`config.mk`:
```
export PLATFORM = sky130hd
export DESIGN_NAME = dram_page_seq
export DESIGN_NICKNAME = d
export VERILOG_FILES = /design/src/rtl/dps_pkg.sv /design/src/rtl/dps_row_tracker.sv /design/src/rtl/dps_cycle_timer.sv /design/src/rtl/dram_page_seq.sv
export SDC_FILE = /design/constraint.sdc
export NUM_CORES = 1
export LEC_CHECK = 0
export ABC_CLOCK_PERIOD_IN_PS = 2600
export BUFFER_PORTS_ARGS = -buffer_cell sky130_fd_sc_hd__clkbuf_2
export CAP_MARGIN = 40
export CORE_ASPECT_RATIO = 2
export CORE_MARGIN = 4
export CORE_UTILIZATION = 29
export DETAILED_ROUTE_END_ITERATION = 7
export PLACE_DENSITY_LB_ADDON = 0.15
export SETUP_SLACK_MARGIN = 0.02
export SLEW_MARGIN = 20
export SYNTH_ARGS = -nofsm -noshare
export SYNTH_HDL_FRONTEND = slang
export SYNTH_SLANG_ARGS = --single-unit
```
`constraint.sdc`:
```
create_clock -name clk -period 2.6 [get_ports clk]
set_input_delay 0.52 -clock clk [delete_from_list [all_inputs] [get_ports clk]]
set_output_delay 0.52 -clock clk [all_outputs]
set_load 0.01 [all_outputs]
```
`src/rtl/dps_pkg.sv`:
```
package dps_pkg;
  typedef enum logic [1:0] {
    ST_IDLE = 2'd0,
    ST_PRE  = 2'd1,
    ST_FULL = 2'd2,
    ST_PAGE = 2'd3
  } dps_state_e;
endpackage

```
`src/rtl/dps_row_tracker.sv`:
```
module dps_row_tracker #(
  parameter int ROW_W = 13
) (
  input  logic             clk,
  input  logic             rst_n,
  input  logic             load,
  input  logic [ROW_W-1:0] load_row,
  input  logic [ROW_W-1:0] cmp_row,
  output logic             row_open,
  output logic             row_hit
);
  logic             open_q;
  logic [ROW_W-1:0] row_q;

  always_ff @(posedge clk or negedge rst_n) begin
    if (!rst_n) begin
      open_q <= 1'b0;
      row_q  <= '0;
    end else if (load) begin
      open_q <= 1'b1;
      row_q  <= load_row;
    end
  end

  assign row_open = open_q;
  assign row_hit  = open_q && (row_q == cmp_row);
endmodule

```
`src/rtl/dps_cycle_timer.sv`:
```
module dps_cycle_timer #(
  parameter int CNT_W = 5
) (
  input  logic             clk,
  input  logic             rst_n,
  input  logic             clr,
  input  logic             en,
  output logic [CNT_W-1:0] count
);
  logic [CNT_W-1:0] cnt_q, cnt_d;

  always_comb begin
    cnt_d = cnt_q;
    if (clr)     cnt_d = '0;
    else if (en) cnt_d = cnt_q + 1'b1;
  end

  always_ff @(posedge clk or negedge rst_n) begin
    if (!rst_n) cnt_q <= '0;
    else        cnt_q <= cnt_d;
  end

  assign count = cnt_q;
endmodule

```
`src/rtl/dram_page_seq.sv`:
```
module dram_page_seq #(
  parameter int ROW_W     = 13,
  parameter int COL_W     = 11,
  parameter int DATA_W    = 32,
  parameter int FULL_LAT  = 12,
  parameter int FULL_CYC  = 22,
  parameter int PAGE_LAT  = 5,
  parameter int PAGE_CYC  = 8,
  parameter int PRE_CYC   = 4,
  parameter int RCD_CYC   = 2,
  localparam int ADDR_W   = ROW_W + COL_W,
  localparam int PIN_W    = (ROW_W > COL_W) ? ROW_W : COL_W
) (
  input  logic              clk,
  input  logic              rst_n,
  input  logic              req_valid,
  output logic              req_ready,
  input  logic [ADDR_W-1:0] req_addr,
  output logic              dram_ras_n,
  output logic              dram_cas_n,
  output logic [PIN_W-1:0]  dram_addr,
  input  logic [DATA_W-1:0] dram_dq,
  output logic              rd_valid,
  output logic [DATA_W-1:0] rd_data
);
  import dps_pkg::*;

  localparam int MAX_CYC = (FULL_CYC > PRE_CYC) ? FULL_CYC : PRE_CYC;
  localparam int CNT_W   = $clog2(MAX_CYC + 1);
  localparam logic [CNT_W-1:0] PRE_END   = CNT_W'(PRE_CYC - 1);
  localparam logic [CNT_W-1:0] RCD_END   = CNT_W'(RCD_CYC - 1);
  localparam logic [CNT_W-1:0] FLAT_END  = CNT_W'(FULL_LAT - 1);
  localparam logic [CNT_W-1:0] FCYC_END  = CNT_W'(FULL_CYC - 1);
  localparam logic [CNT_W-1:0] PLAT_END  = CNT_W'(PAGE_LAT - 1);
  localparam logic [CNT_W-1:0] PCYC_END  = CNT_W'(PAGE_CYC - 1);

  dps_state_e        state_q, state_d;
  logic              ras_n_q, ras_n_d;
  logic              cas_n_q, cas_n_d;
  logic [PIN_W-1:0]  addr_q, addr_d;
  logic [ROW_W-1:0]  row_q, row_d;
  logic [COL_W-1:0]  col_q, col_d;
  logic              valid_q, capture;
  logic [DATA_W-1:0] data_q;

  logic              accept;
  logic [ROW_W-1:0]  in_row;
  logic [COL_W-1:0]  in_col;
  logic              row_load, row_open, row_hit;
  logic [ROW_W-1:0]  load_row;
  logic              cnt_clr, cnt_en;
  logic [CNT_W-1:0]  cnt;

  assign in_row    = req_addr[ADDR_W-1:COL_W];
  assign in_col    = req_addr[COL_W-1:0];
  assign req_ready = (state_q == ST_IDLE);
  assign accept    = req_valid && req_ready;

  dps_row_tracker #(.ROW_W(ROW_W)) i_rows (
    .clk      (clk),
    .rst_n    (rst_n),
    .load     (row_load),
    .load_row (load_row),
    .cmp_row  (in_row),
    .row_open (row_open),
    .row_hit  (row_hit)
  );

  dps_cycle_timer #(.CNT_W(CNT_W)) i_timer (
    .clk   (clk),
    .rst_n (rst_n),
    .clr   (cnt_clr),
    .en    (cnt_en),
    .count (cnt)
  );

  // next-state logic
  always_comb begin
    state_d  = state_q;
    ras_n_d  = ras_n_q;
    cas_n_d  = cas_n_q;
    addr_d   = addr_q;
    row_d    = row_q;
    col_d    = col_q;
    capture  = 1'b0;
    row_load = 1'b0;
    load_row = in_row;
    cnt_clr  = 1'b0;
    cnt_en   = (state_q != ST_IDLE);
    unique case (state_q)
      ST_IDLE: begin
        if (accept) begin
          row_d   = in_row;
          col_d   = in_col;
          cnt_clr = 1'b1;
          if (row_hit) begin
            state_d = ST_PAGE;
            cas_n_d = 1'b0;
            addr_d  = PIN_W'(in_col);
          end else if (row_open) begin
            state_d = ST_PRE;
            ras_n_d = 1'b1;
          end else begin
            state_d  = ST_FULL;
            ras_n_d  = 1'b0;
            addr_d   = PIN_W'(in_row);
            row_load = 1'b1;
          end
        end
      end
      ST_PRE: begin
        if (cnt == PRE_END) begin
          state_d  = ST_FULL;
          ras_n_d  = 1'b0;
          addr_d   = PIN_W'(row_q);
          load_row = row_q;
          row_load = 1'b1;
          cnt_clr  = 1'b1;
        end
      end
      ST_FULL: begin
        if (cnt == RCD_END) begin
          cas_n_d = 1'b0;
          addr_d  = PIN_W'(col_q);
        end
        if (cnt == FLAT_END) begin
          capture = 1'b1;
          cas_n_d = 1'b1;
        end
        if (cnt == FCYC_END) state_d = ST_IDLE;
      end
      ST_PAGE: begin
        if (cnt == PLAT_END) begin
          capture = 1'b1;
          cas_n_d = 1'b1;
        end
        if (cnt == PCYC_END) state_d = ST_IDLE;
      end
      default: state_d = ST_IDLE;
    endcase
  end

  // registers
  always_ff @(posedge clk or negedge rst_n) begin
    if (!rst_n) begin
      state_q <= ST_IDLE;
      ras_n_q <= 1'b1;
      cas_n_q <= 1'b1;
      addr_q  <= '0;
      row_q   <= '0;
      col_q   <= '0;
      valid_q <= 1'b0;
    end else begin
      state_q <= state_d;
      ras_n_q <= ras_n_d;
      cas_n_q <= cas_n_d;
      addr_q  <= addr_d;
      row_q   <= row_d;
      col_q   <= col_d;
      valid_q <= capture;
    end
  end

  always_ff @(posedge clk or negedge rst_n) begin
    if (!rst_n)       data_q <= '0;
    else if (capture) data_q <= dram_dq;
  end

  assign dram_ras_n = ras_n_q;
  assign dram_cas_n = cas_n_q;
  assign dram_addr  = addr_q;
  assign rd_valid   = valid_q;
  assign rd_data    = data_q;
endmodule

```
==> metrics.txt <==
IO Count roughly 110; initial core utilization between 20% and 30%; detailed-routing iteration count for the pre-antenna-repair pass 4; Die X between 90 and 100 um; actual slew at the worst max-slew pin approximately 0.73 ns; result of the run completed; Cell Int Power 0.00460 W; worst path setup slack after routing approximately 0.3 ns; kind of start point of the critical path flop; crit-path max FO 9; number of global-route vias before repair roughly 3800; most frequent cells in the layout sky130_fd_sc_hd__clkbuf_2 (106), sky130_fd_sc_hd__dfrtp_1 (91), sky130_fd_sc_hd__mux2_2 (56); worst slack, placed 0.0414 ns; area overhead of the layout relative to synthesis 23.1%; maximum clock frequency 435 MHz; total setup violations reported at the end of the flow 0; fillers around 1700; mapped cell area about 4700 um^2; Comb power frac 45.4%; post-cts repair resize count 0; critical path capture point type flop; Max-slew headroom between 50% and 60%; worst endpoint data arrival time 2.54 ns; antenna violations before repair 0; clock network fraction of total power 19.1%; number of distinct library cell variants in the gate-level netlist after synthesis 52; clk sink count just over 90; total of flip-flops plus latches after synthesis between 90 and 100; Net Sw Power between 0.002 and 0.003 W; Post-synth EDFFs 0; total of buffers placed on input and output ports between 100 and 150; layout cell share with drive strength beyond 1 46.0%; WL/cell between 15 and 20 um; overall routed net length roughly 13000 um; Std-Cell Core Area about 16000 um^2; RePlAce Congestion about 0.73; hold buffer count at cts 0; via total after detailed routing ~3400; switching share of power a little under two fifths; final-layout setup total negative slack 0 ns; Most used DFF post-synth sky130_fd_sc_hd__dfrtp_1; proportion of synthesized chip area in sequential cells just under 50%; Fin Clk Skew 0.0123 ns; DRC violation total after the first TritonRoute iteration around 110; clock tree buffer depth 2; Post-synth ARST share 100%; RSZ-0062 raised after global routing false; DR DRC count 0; power per standard cell area roughly 1300 nW/um^2; path depth of the worst reg2reg path 6; class of the tightest hold or removal check primary input to async pin; final antenna-violating net count 0; largest net degree at the start of global routing 51; Fin. Hold Viols 0; sequential fraction of design power between 30% and 40%; clock tree from TritonCTS done; wire length of the first global-routing pass 20500 um; register clock-pin slew on the reported worst setup and hold paths ~0.070 ns; via-per-instance ratio between 4 and 5; final cycle utilization of the critical path 88.5%; Die Ht about 190 um; Overflow after GRT 0; total area of multi-input combinational cells roughly 2200 um^2; root cell of the clock tree sky130_fd_sc_hd__clkbuf_16; Die Area between 15000 and 20000 um^2; minimum clock period after layout about 2.3 ns; mean instance size in the synthesized netlist approximately 12 um^2; cell count after synthesis between 300 and 400; Crit Path Category flop to flop; FF+latch area 2330 um^2; Post-CTS Setup Bufs 0; CTS HTree Levels 3; number of nets in the synthesized netlist between 400 and 500; placed wire-length estimate around 10000 um; warning count from the yosys run 0; Placement Rows 65; maximum resistive drop on vdd 0.570 mV; number of nets in the layout 553; max-slew violation count 0; number of buffers inserted during clock tree synthesis 9; most common cell after layout, fill and taps aside sky130_fd_sc_hd__clkbuf_2; latest clock arrival within the worst-skew pair 0.34 ns; number of max-cap violations 0; antenna cells 0; Req. time, crit path approximately 2.8 ns; global-route total usage across every layer about 14%; Static Leak about 2.7 nW
## per-layer routing
| layer | vias to the layer above | share of wire [%] | track usage (%) |
|---|---|---|---|
| met4 | 0 | 2.9 | 6.47 |
| met1 | 1687 | 36 | 14.8 |
| li1 | 1587 | - | - |
| met3 | 14 | 5.2 | 3.13 |
| met2 | 106 | 56 | 26.6 |
| met5 | - | 0 | 0 |
## cell usage after synthesis (2+ instances only)
master,n,area share (%)
sky130_fd_sc_hd__buf_6,4,0.95
sky130_fd_sc_hd__clkbuf_1,13,1.0
sky130_fd_sc_hd__nor3b_1,11,1.7
sky130_fd_sc_hd__o21bai_1,2,0.32
sky130_fd_sc_hd__o32ai_1,2,0.37
sky130_fd_sc_hd__buf_2,9,0.95
sky130_fd_sc_hd__o21ai_0,16,1.7
sky130_fd_sc_hd__nor2_1,3,0.24
sky130_fd_sc_hd__nor2b_1,2,0.26
sky130_fd_sc_hd__ha_1,8,2.1
sky130_fd_sc_hd__a211oi_1,2,0.32
sky130_fd_sc_hd__o221ai_2,7,2.2
sky130_fd_sc_hd__o221ai_1,4,0.74
sky130_fd_sc_hd__nand2_1,19,1.5
sky130_fd_sc_hd__or2_2,2,0.26
sky130_fd_sc_hd__a31oi_1,5,0.66
sky130_fd_sc_hd__a22o_1,11,2.0
sky130_fd_sc_hd__nand3_1,3,0.32
sky130_fd_sc_hd__nor3_1,14,1.5
sky130_fd_sc_hd__a21oi_1,3,0.32
sky130_fd_sc_hd__dfrtp_1,91,48
sky130_fd_sc_hd__mux2_2,56,13
sky130_fd_sc_hd__dfstp_2,2,1.1
sky130_fd_sc_hd__and3_1,3,0.40
sky130_fd_sc_hd__xor2_1,11,2.0
sky130_fd_sc_hd__o21ai_1,2,0.21
sky130_fd_sc_hd__o32ai_2,10,3.4
sky130_fd_sc_hd__nor4_4,2,0.90
sky130_fd_sc_hd__o31ai_1,3,0.47
sky130_fd_sc_hd__inv_1,22,1.7
sky130_fd_sc_hd__xnor2_1,3,0.55
sky130_fd_sc_hd__mux2i_1,16,3.4
## cell families (layout without fill, tap and decap cells)
| logic type | count (synthesis) | count (layout) | synth area share (%) |
|---|---|---|---|
| compound gates | 72 | 72 | 14.2 |
| xor+xnor | 14 | 14 | 2.58 |
| fa+ha+maj | 8 | 8 | 2.11 |
| buf+inv | 52 | 162 | 5.48 |
| flops | 93 | 93 | 49.1 |
| mux | 73 | 73 | 16.9 |
| simple gates | 69 | 69 | 9.60 |
## metrics by stage
step           power [W]  util [%]  instances  cell area, um^2  hold WS [ns]
2_1_floorplan    0.00489         -        381             4750         0.224
3_3_place_gp     0.00603      34.6        676             5520         0.488
3_5_place_dp     0.00612      34.6        676             5520         0.493
4_1_cts          0.00759      36.6        692             5840         0.252
5_1_grt          0.00797      36.6        692             5840         0.276
6_report         0.00744      36.6        692             5840         0.219
## power groups by stage
stage | registers (W) | logic (W) | clock network, W
floorplan | 0.00271 | 0.00217 | 0
global placement | 0.00265 | 0.00338 | 0
detailed placement | 0.00268 | 0.00344 | 0
CTS | 0.00265 | 0.00346 | 0.00148
global route | 0.00274 | 0.00371 | 0.00152
finish | 0.00264 | 0.00338 | 0.00142
## final cells by class
type | count | area share [%]
sequential | 93 | 39.9
multi-input combinational | 236 | 37.1
timing repair buffer | 124 | 11.8
tap | 201 | 4.31
clock buffer | 12 | 4.22
inverter | 22 | 1.41
clock inverter | 4 | 1.24
## flip-flops by register name, summed over array words and instances, names as in the netlist
| register | flops |
|---|---|
| rd_data | 32 |
| row_q | 13 |
| rd_valid | 1 |
| i_timer.count | 5 |
| col_q | 11 |
| i_rows.row_open | 1 |
| dram_cas_n | 1 |
| dram_ras_n | 1 |
| dram_addr | 13 |
| i_rows.row_q | 13 |
| state_q | 2 |
## critical path, cell delays in order, from the launching register on
cell and delay [ns]:
sky130_fd_sc_hd__dfrtp_1 0.40, sky130_fd_sc_hd__xor2_1 0.23, sky130_fd_sc_hd__nor4_4 0.46, sky130_fd_sc_hd__and4b_1 0.47
sky130_fd_sc_hd__buf_4 0.28, sky130_fd_sc_hd__o221ai_2 0.13, sky130_fd_sc_hd__o32ai_2 0.23
## final timing paths
| kind | from | end | slack [ns] |
|---|---|---|---|
| worst max-delay path | i_rows.row_q[2] | dram_addr[9] | 0.30 |
| worst max register to register | i_rows.row_q[2] | dram_addr[9] | 0.30 |
| min in group clk | dram_dq[10] | rd_data[10] | 0.41 |
| max in group asynchronous | rst_n | dram_addr[6] | 1.67 |
| worst min register to register | row_q[5] | i_rows.row_q[5] | 0.50 |
| worst min-delay path | rst_n | dram_addr[12] | 0.22 |
Power figures use the tool's default switching activity.
